**config.mk**
```make
export PLATFORM = sky130hd
export DESIGN_NAME = pmc_top
export DESIGN_NICKNAME = d
export VERILOG_FILES = /design/src/rtl/pmc_pkg.sv /design/src/rtl/pmc_src_switch.sv /design/src/rtl/pmc_mode_fsm.sv /design/src/rtl/pmc_clk_gate.sv /design/src/rtl/pmc_top.sv
export SDC_FILE = /design/constraint.sdc
export NUM_CORES = 1
export LEC_CHECK = 0
export BUFFER_PORTS_ARGS = -buffer_cell sky130_fd_sc_hd__buf_2
export CORE_AREA = 3 3 40 42
export DETAILED_ROUTE_END_ITERATION = 10
export DIE_AREA = 0 0 43 45
export SYNTH_ARGS = -nofsm -noshare
export SYNTH_HDL_FRONTEND = slang
export SYNTH_HIERARCHICAL = 1
export SYNTH_SLANG_ARGS = --single-unit
```
**constraint.sdc**
```tcl
create_clock -name clk -period 3.1 [get_ports clk]
set_clock_uncertainty 0.2 [all_clocks]
set_input_delay 0 -clock clk [delete_from_list [all_inputs] [get_ports clk]]
set_output_delay 0 -clock clk [all_outputs]
set_load 0.02 [all_outputs]
```
**src/rtl/pmc_pkg.sv**
```systemverilog
package pmc_pkg;

  localparam int SRC_COUNT = 3;
  localparam int SEL_W     = 2;
  localparam int MODE_W    = 3;

  typedef enum logic [1:0] {
    PST_RUN   = 2'd0,
    PST_IDLE  = 2'd1,
    PST_SLEEP = 2'd2
  } pstate_e;

  // source index: 0 primary, 1 secondary, 2 internal
  typedef logic [1:0] src_idx_t;

  localparam logic [MODE_W-1:0] MODE_SLEEP = 3'd0;

  function automatic src_idx_t sel_to_idx(input logic [SEL_W-1:0] sel);
    case (sel)
      2'b00:   return 2'd0;
      2'b01:   return 2'd1;
      default: return 2'd2;   // 11 and reserved 10 both mean internal
    endcase
  endfunction

  function automatic logic [SEL_W-1:0] idx_to_sel(input src_idx_t idx);
    case (idx)
      2'd0:    return 2'b00;
      2'd1:    return 2'b01;
      default: return 2'b11;
    endcase
  endfunction

endpackage

```
**src/rtl/pmc_src_switch.sv**
```systemverilog
module pmc_src_switch
  import pmc_pkg::*;
#(
  parameter int SWITCH_DELAY = 2
) (
  input  logic                 clk,
  input  logic                 rst_n,
  input  logic [SEL_W-1:0]     src_sel,
  input  logic [SRC_COUNT-1:0] src_ready,
  output src_idx_t             act_idx,
  output logic                 pending
);

  src_idx_t req_idx;
  src_idx_t act_q;
  src_idx_t act_d;
  logic     req_rdy;
  logic     go;

  assign req_idx = sel_to_idx(src_sel);
  assign req_rdy = src_ready[req_idx];
  assign pending = (req_idx != act_q);

  generate
    if (SWITCH_DELAY == 0) begin : g_direct
      assign go = pending && req_rdy;
    end else begin : g_settle
      localparam int CNT_W = $clog2(SWITCH_DELAY + 1);
      localparam logic [CNT_W-1:0] CNT_LAST = CNT_W'(SWITCH_DELAY);
      logic [CNT_W-1:0] cnt_q;
      logic [CNT_W-1:0] cnt_d;

      assign go = pending && req_rdy && (cnt_q == CNT_LAST);

      always_comb begin
        cnt_d = '0;
        if (pending && req_rdy && (cnt_q != CNT_LAST)) begin
          cnt_d = cnt_q + CNT_W'(1);
        end
      end

      always_ff @(posedge clk or negedge rst_n) begin
        if (!rst_n) cnt_q <= '0;
        else        cnt_q <= cnt_d;
      end
    end
  endgenerate

  always_comb begin
    act_d = act_q;
    if (go) act_d = req_idx;
  end

  always_ff @(posedge clk or negedge rst_n) begin
    if (!rst_n) act_q <= 2'd0;
    else        act_q <= act_d;
  end

  assign act_idx = act_q;

endmodule

```
**src/rtl/pmc_mode_fsm.sv**
```systemverilog
module pmc_mode_fsm
  import pmc_pkg::*;
(
  input  logic    clk,
  input  logic    rst_n,
  input  logic    sleep_req,
  input  logic    idle_en,
  input  logic    wake,
  output pstate_e state
);

  pstate_e state_q;
  pstate_e state_d;

  always_comb begin
    state_d = state_q;
    case (state_q)
      PST_RUN: begin
        if (sleep_req) state_d = idle_en ? PST_IDLE : PST_SLEEP;
      end
      PST_IDLE, PST_SLEEP: begin
        if (wake) state_d = PST_RUN;
      end
      default: state_d = PST_RUN;
    endcase
  end

  always_ff @(posedge clk or negedge rst_n) begin
    if (!rst_n) state_q <= PST_RUN;
    else        state_q <= state_d;
  end

  assign state = state_q;

endmodule

```
**src/rtl/pmc_clk_gate.sv**
```systemverilog
module pmc_clk_gate
  import pmc_pkg::*;
(
  input  pstate_e           state,
  input  src_idx_t          act_idx,
  output logic              cpu_clk_en,
  output logic              per_clk_en,
  output logic [SEL_W-1:0]  src_mux_sel,
  output logic [MODE_W-1:0] mode_code
);

  always_comb begin
    cpu_clk_en  = (state == PST_RUN);
    per_clk_en  = (state != PST_SLEEP);
    src_mux_sel = idx_to_sel(act_idx);
    if (state == PST_SLEEP) mode_code = MODE_SLEEP;
    else mode_code = {(state == PST_IDLE), 2'(act_idx + 2'd1)};
  end

endmodule

```
**src/rtl/pmc_top.sv**
```systemverilog
module pmc_top
  import pmc_pkg::*;
#(
  parameter int SWITCH_DELAY = 2
) (
  input  logic        clk,
  input  logic        rst_n,
  input  logic [1:0]  src_sel,
  input  logic        idle_en,
  input  logic        sleep_req,
  input  logic        wake,
  input  logic [2:0]  src_ready,
  output logic        cpu_clk_en,
  output logic        per_clk_en,
  output logic [1:0]  src_mux_sel,
  output logic [2:0]  mode_code,
  output logic        switch_pending
);

  src_idx_t act_idx;
  pstate_e  state;

  pmc_src_switch #(.SWITCH_DELAY(SWITCH_DELAY)) u_switch (
    .clk      (clk),
    .rst_n    (rst_n),
    .src_sel  (src_sel),
    .src_ready(src_ready),
    .act_idx  (act_idx),
    .pending  (switch_pending)
  );

  pmc_mode_fsm u_fsm (
    .clk      (clk),
    .rst_n    (rst_n),
    .sleep_req(sleep_req),
    .idle_en  (idle_en),
    .wake     (wake),
    .state    (state)
  );

  pmc_clk_gate u_gate (
    .state      (state),
    .act_idx    (act_idx),
    .cpu_clk_en (cpu_clk_en),
    .per_clk_en (per_clk_en),
    .src_mux_sel(src_mux_sel),
    .mode_code  (mode_code)
  );

endmodule

```
### Word level (Yosys, flattened, before mapping)

Cells that the tools add are included.

| word-level totals | value |
|---|---|
| word-level logic and storage cells | 34 |
| memory bits (read-only) | 0 |
| output and inout port bits | 8 |
| bits in latches | 0 |
| memory bits (writable) | 0 |
| flip-flop bits (word level) | 6 |
| memories | 0 |
| input bits | 10 |

| operators by class | value |
|---|---|
| reduce and logical (&&, ||, !) cells | 8 |
| shift-type cells | 0 |
| bitwise logic cells | 0 |
| multiplexer cells | 10 |
| multipliers | 0 |
| $lt $le $gt $ge | 1 |
| add/sub/neg operators | 2 |
| eq/ne operators | 10 |
| div/mod/pow operators | 0 |

Operators with widths:

| kind | count |
|---|---|
| 2-bit case mux with 2 select lines | 3 |
| 2-bit 2-to-1 mux | 4 |
| 2-bit inequality test (second input constant) | 4 |
| 2-bit by 1-bit == test with 1-bit output (second input constant) | 3 |
| 2-bit logical NOT | 3 |
| 2-bit by 1-bit adder with 2-bit output (second input constant) | 2 |
| 2-bit == test (second input constant) | 2 |
| 1-bit logical AND | 3 |
| 2-bit by 3-bit less-than comparator with 1-bit output (second input constant) | 1 |
| 3-bit 2-to-1 mux | 1 |
| 1-bit binary-select mux with 2-bit select | 1 |
| 2-bit inequality test | 1 |
| 2-bit AND reduction | 1 |
| 2-bit OR reduction | 1 |
| 1-bit 2-to-1 mux | 1 |

### Longest topological paths before layout

Gate-level depths: netlist of the first run.

| depth | value |
|---|---|
| depth after elaboration | 7 |
| gate-level depth with buffers | 5 |
| depth with buffers taken out | 5 |

### Modules after synthesis

The synthesis of the first run kept the hierarchy.

By module, submodules not included:

| module | cells each | area an instance (sq um) | times used | seq. area each (sq um) |
|---|---|---|---|---|
| pmc_src_switch | 28 | 250.2 | 1 | 100.1 |
| pmc_mode_fsm | 12 | 125.1 | 1 | 50.0 |
| pmc_clk_gate | 13 | 81.3 | 1 | 0.0 |

### Worst setup path after synthesis of the first run

Ideal clock, no wire load.

| path | value |
|---|---|
| kind | reg2reg |
| from | register u_fsm.state_q[1], in the netlist u_fsm/state[1] |
| to | register u_fsm.state_q[1], in the netlist u_fsm/state[1] |
| buffers on the path | 0 |
| clock period less this slack | 1491 ps |
| setup time | 121 ps |
| required time | 2779 ps |
| setup slack | 1609 ps |
| data arrival time | 1170 ps |
| stages on the path, launching flop included | 6 |
| path through | dfrtp_1 > inv_1 > ha_1 > nand2b_4 > and3_4 > a22o_1 |

| on the way | value |
|---|---|
| word-level cells in the longest chain between the ends | 4 |
| elaborated cells on any way between the ends | 8 |
| classes of those cells | 4 x eq/ne; 1 x mux; 3 x reduce/logical |

Ends and longest elaborated chain:

| element | line | text |
|---|---|---|
| start: declaration | pmc_mode_fsm.sv:12 | `pstate_e state_q;` |
| start signal: assignment | pmc_mode_fsm.sv:30 | `else state_q <= state_d;` |
| 2-bit by 1-bit == test with 1-bit output / 2-bit == test (equally long branches) | pmc_mode_fsm.sv:17 | `case (state_q)` |
| 2-bit OR reduction | pmc_mode_fsm.sv:17 |  |
| 2-bit inequality test (no source line) | n/a |  |
| 2-bit AND reduction (no source line) | n/a |  |

Parallel ways exist; a longest one is shown, timed or not.
A chain may end at the register's enable or synchronous reset.

### Worst setup path in the final report of the first run

| path | value |
|---|---|
| from | register u_fsm.state_q[1], in the netlist u_fsm/state[1] |
| to | register u_fsm.state_q[0], in the netlist u_fsm/state[0] |

Same word-level chain as after synthesis.

==> impl_metrics.py, run 1 <==
metrics = {
    "setup_path": {
        "cp.arrival_ns": 2.01,
        "cp-start-kind": "flip-flop",
        "end_kind": "flip-flop",
        "regToRegSetupSlack_ns": 1.00,
        "crit_fanout": 6,
        "worstPathRequired_ns": 3.01,
        "critPathKind": "flip-flop to flip-flop",
    },
    "layout": {
        "seqCellArea_um2": 150,
        "multiInputGateArea_um2": 265,
        "area_growth_pct": 45.2,
        "fin_nets": 98,
        "diodes": 0,
        "n_fill_cell": 134,
        "design_area_um2": 663,
        "drive_gt1_share_pct": 28.4,
    },
    "clock_network": {
        "clk_latency_ns": 0.23,
        "cts_root_buffer": "clkbuf_4",
        "tritoncts": "done",
        "cts_hold_repair.buffers": 8,
        "cts_buffers": 3,
        "htree_levels": 1,
        "cts_sinks": 6,
        "clockBufferDepth": 2,
        "clkTransAtPathRegs_ns": 0.04,
        "cts_resized": 0,
        "cts_setup_buffers": 0,
    },
    "run_status": {
        "status": "finished, final reports clean",
    },
    "yosys": {
        "synth-seq-cells": 6,
        "synthesis.area_um2": 457,
        "postSynthCellCount": 53,
        "synth_top_area_share_pct": 32.9,
        "synth.most_common_cell": "inv_1",
        "yosysSeqAreaShare_pct": 32.9,
        "ys_warn_count": 6,
        "synth-edff-count": 0,
        "synth.net_count": 68,
        "synth_common_cells": "11 x inv_1, 6 x dfrtp_1, 5 x ha_1, 4 x o21ai_0",
        "synthTopCellsByArea": "dfrtp_1 33%, ha_1 14%, inv_1 9.0%, o21ai_0 4.4%, a22o_1 3.8%",
        "async_reset_ff_share_pct": 100,
        "synthFlopType": "dfrtp_1",
        "synth_top_area_cell": "dfrtp_1",
        "synth_cell_types": 21,
        "synth_area_per_cell_um2": 8.62,
    },
    "drt": {
        "via_per_inst": 4.66,
        "ant_nets": 0,
        "drt_iter0_drc": 4,
        "wl_per_cell_um": 9.08,
        "drtPass1Iterations": 4,
        "vias": 447,
        "drc": 0,
        "drt_wl_total_um": 872,
    },
    "sta": {
        "fin_crit_sh_pct": 67.7,
        "finalSetupViolations": 0,
        "finalHoldViolCount": 0,
        "rsz0062_at_grt": "false",
        "period_needed_ns": 2.10,
        "fmax_mhz": 477,
        "drv_slew": 0,
        "tightest_slew_ns": 0.253,
        "finalSetupTns_ns": 0,
        "layout_setup_ws_ns": 1.00,
        "slew_headroom_pct": 82.9,
    },
    "power_and_ir_drop": {
        "p_leak_nw": 0.348,
        "pwr_density_cell_mw_per_mm2": 882,
        "ir_worst_vdd_mv": 0.477,
    },
    "global_routing": {
        "grt_pass1_wl_um": 1490,
        "antenna_found_initial": 0,
        "overflow": 0,
        "first_global_vias": 403,
        "grt_max_degree": 10,
        "grt_usage_pct": 10.3,
    },
    "placed_design": {
        "placed_cell_area_um2": 561,
        "dp_hpwl_um": 703,
        "place_ws_ns": 1.55,
        "port_buffers": 17,
        "routabilityCongestion": 0.716,
    },
    "die": {
        "die_h_um": 45,
        "rows": 13,
        "start_util_pct": 35.5,
        "dieArea_mm2": 0.00194,
        "ios": 18,
        "core_mm2": 0.00128,
        "fp.dieW_um": 43,
    },
    "hold_path": {
        "hold_class": "input pin to flip-flop",
    },
    "run": {
        "drv_cap": 0,
    },
}
## metrics by stage
step	power, mW	utilization (%)	std cells	hold WS, ns
finish	0.585	51.6	96	0.00782
global placement	0.497	43.6	85	-0.377
global route	0.649	51.6	96	0.0343
detailed placement	0.503	43.6	85	-0.373
CTS	0.598	51.6	96	0.00750
floorplan	0.404	-	53	-0.496
## metal layers
layer / GRT usage [%] / vias to the layer above / wire length, um
met5: 0 / - / 0
met4: 5.42 / 0 / 0
met3: 2.39 / 0 / 64
met2: 18.0 / 11 / 437
met1: 11.8 / 202 / 370
li1: - / 234 / -
## state kept, by name, indices dropped and copies added (netlist names)
| signal | count |
|---|---|
| u_switch/act_idx | 2 |
| u_switch/g_settle.cnt_q | 2 |
| u_fsm/state | 2 |
## cells by family (layout without fill, tap and decap cells)
kind of cell | count (synthesis) | in the layout | synth area share (%)
and+or+nand+nor | 16 | 16 | 21.4
muxes | 1 | 1 | 2.19
DFF | 6 | 6 | 32.9
AOI/OAI and AO/OA | 13 | 13 | 18.9
xor gates and xnor gates | 1 | 1 | 1.92
buffers and inverters | 11 | 39 | 9.04
adders and majority gates | 5 | 5 | 13.7
## worst max-delay path: stages, from the launching register on
cell and delay (ns):
dfrtp_1 0.41, inv_1 0.06, ha_1 0.31, nand2b_4 0.05, and3_4 0.17, a22o_1 0.22
dlygate4sd3_1 0.55
## cells in the final DEF (no fill, tap or decap), types with 3 or more instances in the layout
cell type	n
dlygate4sd3_1	8
a21oi_1	3
nand2_1	3
o21ai_0	4
clkbuf_4	3
dfrtp_1	6
nor2_1	3
ha_1	5
inv_1	11
buf_2	17
## report_power, final
group	leakage, nW	switching (mW)	internal (mW)
combinational	0.260	0.195	0.169
clock	0.0138	0.0236	0.0435
sequential	0.0745	0.0404	0.114
total	0.348	0.259	0.326
## area by class of cell
class	instances	area share (%)
flip-flops and latches	6	22.6
well taps	15	2.83
inverters	11	6.23
multi-input cells	36	40.0
clock buffers	3	3.40
repair buffers	25	24.9
## worst paths after layout
kind,startpoint,to,depth (start not counted)
setup / recovery,u_fsm/state[1],u_fsm/state[0],6
max in group asynchronous,rst_n,u_fsm/state[1],3
hold reg to reg,u_switch/g_settle.cnt_q[0],u_switch/g_settle.cnt_q[0],1
min in group asynchronous,rst_n,u_switch/g_settle.cnt_q[1],3
setup reg to reg,u_fsm/state[1],u_fsm/state[0],6
hold / removal,src_ready[0],u_switch/act_idx[1],3
Note: power is estimated with default switching activity, not from simulation.
==> run 2, diff against run 1 <==
- clock period: 3.1 -> 2 ns (I/O delays scaled with it)
==> run 2 against run 1 <==
Effect of this change:
- sequential power rose by 56%
- final cell count down 1.0%
- non-clock buffer count down 1
- utilization shrank 0.58 points
- worst setup slack worse by 0.83 ns
- power grew 53%
- fmax up 15%
- largest cell class unchanged
==> impl_metrics.py, run 2 (same netlist as run 1, synthesis figures left out) <==
metrics = {
    "setup_path": {
        "crit_fanout": 5,
        "end_kind": "flip-flop",
        "critPathKind": "flip-flop to flip-flop",
        "cpPeakStageDelay_ns": 0.56,
        "r2r_cells": 6,
        "slowest_stage": "dlygate4sd3_1",
        "cp-start-kind": "flip-flop",
        "cp.arrival_ns": 1.74,
        "crit_chain": "inv_1 > ha_2 > and3_1 > a21oi_1 > o21ai_1 > dlygate4sd3_1",
        "worstPathRequired_ns": 1.91,
    },
    "drt": {
        "drt_wl_total_um": 857,
        "wl_per_cell_um": 9.02,
        "drc": 0,
        "drtPass1Iterations": 3,
        "drt_iter0_drc": 9,
        "ant_nets": 0,
        "via_per_inst": 4.54,
        "vias": 431,
    },
    "run": {
        "drv_cap": 0,
    },
    "clock_network": {
        "htree_levels": 1,
        "clockBufferDepth": 2,
        "clkTransAtPathRegs_ns": 0.04,
        "cts_sinks": 6,
        "tritoncts": "done",
        "cts_setup_buffers": 0,
        "cts_root_buffer": "clkbuf_4",
        "clk_latency_ns": 0.23,
        "cts_buffers": 3,
    },
    "layout": {
        "diodes": 0,
        "multiInputGateArea_um2": 268,
        "design_area_um2": 656,
        "seqCellArea_um2": 150,
        "area_growth_pct": 43.6,
        "layout_common_cells": "17 x buf_2, 11 x inv_1, 7 x dlygate4sd3_1",
        "n_fill_cell": 123,
        "finish.utilization_pct": 51.0,
        "mostFrequentLayoutCell": "buf_2",
        "fin_nets": 97,
        "drive_gt1_share_pct": 30.0,
    },
    "power_and_ir_drop": {
        "power_switching_mw": 0.400,
        "p_leak_nw": 0.341,
        "p_int_mw": 0.495,
        "combPwrFrac_pct": 61.6,
        "ir_worst_vdd_mv": 0.706,
        "power_mw": 0.895,
        "switching_share_pct": 44.7,
        "pwr_density_cell_mw_per_mm2": 1370,
        "pwr-share-seq_pct": 26.9,
        "clockPowerShare_pct": 11.5,
    },
    "die": {
        "rows": 13,
        "dieArea_mm2": 0.00194,
        "ios": 18,
        "core_mm2": 0.00128,
        "die_h_um": 45,
        "fp.dieW_um": 43,
        "start_util_pct": 35.5,
    },
    "global_routing": {
        "grt_usage_pct": 10.3,
        "overflow": 0,
        "first_global_vias": 391,
        "grt_pass1_wl_um": 1520,
        "antenna_found_initial": 0,
        "grt_max_degree": 10,
    },
    "sta": {
        "fmax_mhz": 548,
        "finalSetupViolations": 0,
        "period_needed_ns": 1.82,
        "slew_headroom_pct": 82.0,
        "tightest_slew_ns": 0.270,
        "fin_crit_sh_pct": 91.2,
        "rsz0062_at_grt": "false",
        "finalSetupTns_ns": 0,
        "drv_slew": 0,
        "finalHoldViolCount": 0,
    },
    "hold_path": {
        "min_path_cells": 3,
        "hold_class": "input pin to flip-flop",
    },
    "placed_design": {
        "placed_cell_area_um2": 561,
        "routabilityCongestion": 0.717,
        "port_buffers": 17,
        "dp_hpwl_um": 674,
    },
    "run_status": {
        "status": "finished, final reports clean",
    },
}
-- run 2: cell count changes in the layout (fill, tap and decap cells not counted) --
cell,change
ha_1,-1
ha_2,+1
dlygate4sd3_1,-1
-- run 2: final timing paths --
| path | start | endpoint | slack (ns) |
|---|---|---|---|
| worst max-delay path | u_switch/g_settle.cnt_q[0] | u_switch/act_idx[0] | 0.18 |
| worst min-delay path | src_ready[0] | u_switch/act_idx[1] | 0.01 |
| worst max register to register | u_switch/g_settle.cnt_q[0] | u_switch/act_idx[0] | 0.18 |
| worst min register to register | u_switch/g_settle.cnt_q[0] | u_switch/g_settle.cnt_q[0] | 0.23 |
| max in group asynchronous | rst_n | u_switch/act_idx[1] | 0.90 |
| min in group asynchronous | rst_n | u_switch/g_settle.cnt_q[1] | 0.49 |
-- run 2: timing repair --
| action | CTS | global route |
|---|---|---|
| endpoints found under the setup margin | 0 | 1 |
| hold buffers | 7 | 0 |
| hold endpoints to repair | 12 | 0 |
| resized for setup | 0 | 1 |
-- run 2: metal layers --
layer  up-vias  GRT usage [%]  wire length, um
met5         -              0                0
li1        233              -                -
met1       187           13.0              409
met3         0           2.39               66
met4         0           5.42                0
met2        11           16.5              381
-- run 2: power groups by stage --
stage	logic (mW)	clock network [mW]	registers, mW
2_1_floorplan	0.400	0	0.226
3_3_place_gp	0.526	0	0.244
6_report	0.551	0.103	0.241
4_1_cts	0.557	0.109	0.242
3_5_place_dp	0.533	0	0.244
5_1_grt	0.620	0.116	0.256
-- run 2: layout make-up --
type	instances	area share, %
inverters	11	6.30
well taps	15	2.86
multi-input cells	36	40.8
repair buffers	24	23.7
clock buffers	3	3.44
flip-flops and latches	6	22.9
-- run 2: critical path: cells and delay by family, from the launching register on --
| kind | cells | cell delay [ns] |
|---|---|---|
| buffers and inverters | 2 | 0.61 |
| DFF | 1 | 0.34 |
| adders and majority gates | 1 | 0.20 |
| and+or+nand+nor | 1 | 0.18 |
| AOI/OAI and AO/OA | 2 | 0.18 |
-- run 2: metrics by stage --
stage | std cells | worst slack [ns] | hold slack, ns
floorplan | 53 | 0.509 | -0.496
global placement | 85 | 0.461 | -0.377
detailed placement | 85 | 0.455 | -0.373
CTS | 95 | 0.125 | 0.00480
global route | 95 | 0.0541 | 0.0483
finish | 95 | 0.176 | 0.00985
==> run 3, diff against run 2 <==
- ABC_AREA: not set -> 1
==> run 3 against run 2 <==
Effect of this change:
- utilization up 2.6 points
- power down 1.9%
- register-to-register slack worse by 0.02 ns
- count of clock-buffer cells in the layout unchanged
- cell area up 5.2%
- combinational power down 1%
- global-route usage up 1.7 points
- sequential share of layout area down 1.1 points
- die area unchanged
- synthesized area down 0.82%
- synthesized cell count up 30%
==> impl_metrics.py, run 3 <==
metrics = {
    "run_status": {
        "status": "finished, final reports clean",
    },
    "die": {
        "ios": 18,
        "fp.dieW_um": 43,
        "dieArea_mm2": 0.00194,
        "start_util_pct": 35.2,
        "core_mm2": 0.00128,
        "die_h_um": 45,
        "rows": 13,
    },
    "yosys": {
        "synth_area_per_cell_um2": 6.56,
        "synth.most_common_cell": "nand2_1",
        "synth.net_count": 84,
        "yosysSeqAreaShare_pct": 33.1,
        "synth_top_area_cell": "dfrtp_1",
        "synthesis.area_um2": 453,
        "postSynthCellCount": 69,
        "synthFlopType": "dfrtp_1",
        "synth_cell_types": 11,
        "synth-seq-cells": 6,
        "synthTopCellsByArea": "dfrtp_1 33%, nand2_1 19%, ha_1 14%, inv_1 13%, nor2_1 5.8%",
        "synth_common_cells": "23 x nand2_1, 16 x inv_1, 7 x nor2_1, 6 x dfrtp_1, 5 x ha_1",
        "ys_warn_count": 6,
        "synth_top_area_share_pct": 33.1,
        "async_reset_ff_share_pct": 100,
        "synth-edff-count": 0,
    },
    "sta": {
        "drv_slew": 0,
        "finalSetupTns_ns": 0,
        "rsz0062_at_grt": "false",
        "period_needed_ns": 1.84,
        "finalHoldViolCount": 0,
        "fmax_mhz": 544,
        "fin_crit_sh_pct": 92.0,
        "tightest_slew_ns": 0.261,
        "slew_headroom_pct": 82.6,
        "finalSetupViolations": 0,
    },
    "drt": {
        "drtPass1Iterations": 4,
        "drt_iter0_drc": 5,
        "wl_per_cell_um": 8.52,
        "drt_wl_total_um": 980,
        "drc": 0,
        "ant_nets": 0,
        "via_per_inst": 4.35,
        "vias": 500,
    },
    "clock_network": {
        "cts_buffers": 3,
        "cts_root_buffer": "clkbuf_4",
        "cts_sinks": 6,
        "tritoncts": "done",
        "htree_levels": 1,
        "cts_resized": 0,
        "clockBufferDepth": 2,
        "clk_latency_ns": 0.24,
        "clkTransAtPathRegs_ns": 0.04,
    },
    "power_and_ir_drop": {
        "pwr_density_cell_mw_per_mm2": 1270,
        "ir_worst_vdd_mv": 0.573,
        "p_leak_nw": 0.403,
    },
    "layout": {
        "diodes": 0,
        "finish.utilization_pct": 53.7,
        "area_growth_pct": 52.2,
        "layout_common_cells": "23 x nand2_1, 17 x buf_2, 16 x inv_1",
        "fin_nets": 117,
        "instances_no_fill": 115,
        "n_fill_cell": 123,
        "drive_gt1_share_pct": 23.0,
        "mostFrequentLayoutCell": "nand2_1",
    },
    "hold_path": {
        "min_path_cells": 5,
        "hold_class": "input pin to flip-flop",
    },
    "run": {
        "drv_cap": 0,
    },
    "setup_path": {
        "r2r_cells": 6,
        "cp.arrival_ns": 1.77,
        "worstPathRequired_ns": 1.93,
        "critPathKind": "flip-flop to flip-flop",
        "cp-start-kind": "flip-flop",
        "regToRegSetupSlack_ns": 0.16,
        "end_kind": "flip-flop",
        "crit_fanout": 7,
    },
    "global_routing": {
        "first_global_vias": 466,
        "grt_max_degree": 8,
        "grt_usage_pct": 12.0,
        "antenna_found_initial": 0,
        "overflow": 0,
        "grt_pass1_wl_um": 1720,
    },
    "placed_design": {
        "dp.cells": 101,
        "routabilityCongestion": 0.665,
        "dp_hpwl_um": 663,
        "port_buffers": 17,
    },
}
-- run 3: cell types whose count changed after synthesis, moves of 2 or more --
cell	change
nor4_1	-2
a22o_1	-2
nand2_1	+20
nor2b_1	-2
nand3_1	+4
inv_2	+2
nand2b_1	-2
nand4_1	+2
o21ai_0	-4
nor2_1	+4
inv_1	+5
-- run 3: cell type report --
cell class | count | area, um2 | area share [%]
clock buffer | 3 | 22.5 | 3.27
timing repair buffer | 28 | 195 | 28.3
sequential | 6 | 150 | 21.8
tap | 15 | 18.8 | 2.72
inverter | 18 | 67.6 | 9.80
multi-input combinational | 45 | 235 | 34.1
-- run 3: worst paths after layout --
kind / start / endpoint
hold / removal: src_ready[2] / u_switch/g_settle.cnt_q[1]
min in group asynchronous: rst_n / u_switch/g_settle.cnt_q[1]
hold reg to reg: u_switch/g_settle.cnt_q[0] / u_switch/g_settle.cnt_q[0]
setup reg to reg: u_fsm/state[1] / u_fsm/state[1]
setup / recovery: u_fsm/state[1] / u_fsm/state[1]
max in group asynchronous: rst_n / u_fsm/state[1]
-- run 3: report_power, final --
part | internal, mW | switching [mW]
Sequential | 0.169 | 0.0530
Combinational | 0.210 | 0.335
Clock | 0.0679 | 0.0436
-- run 3: critical path, stage by stage, from the launching register on --
cell           delay [ns]
dfrtp_1              0.44
inv_1                0.07
ha_1                 0.27
nand2_1              0.08
nand3_1              0.08
dlygate4sd3_1        0.54
nand2_1              0.05
-- run 3: cell families (layout without fill, tap and decap cells) --
group	after synthesis	count (layout)	share of synthesized area (%)
buffers and inverters	18	49	14.9
adders and majority gates	5	5	13.8
and+or+nand+nor	38	38	35.9
DFF	6	6	33.1
AOI/OAI and AO/OA	2	2	2.21
-- run 3: routing by layer --
layer | track usage (%) | vias to the layer above | wire length, um
met5 | 0 | - | 0
met4 | 7.23 | 0 | 15
met3 | 5.18 | 3 | 69
met1 | 12.3 | 218 | 414
met2 | 20.4 | 13 | 480
li1 | - | 266 | -
-- run 3: repair_timing --
| item | 4_1_cts | 5_1_grt |
|---|---|---|
| hold endpoints to repair | 11 | 0 |
| hold buffers | 11 | 0 |
| setup buffers | 0 | 0 |
| setup endpoints to repair | 0 | 0 |
-- run 3: through the flow --
| stage | hold WS (ns) | power (mW) | area (um2) | worst slack [ns] |
|---|---|---|---|---|
| final | 0.0276 | 0.879 | 689 | 0.161 |
| after global routing | 0.0592 | 0.979 | 689 | 0.0473 |
| after CTS | 0.00000139 | 0.889 | 689 | 0.158 |
| after detailed placement | -0.373 | 0.740 | 557 | 0.636 |
| after global placement | -0.370 | 0.735 | 557 | 0.672 |
| after floorplan | -0.496 | 0.587 | 453 | 0.702 |
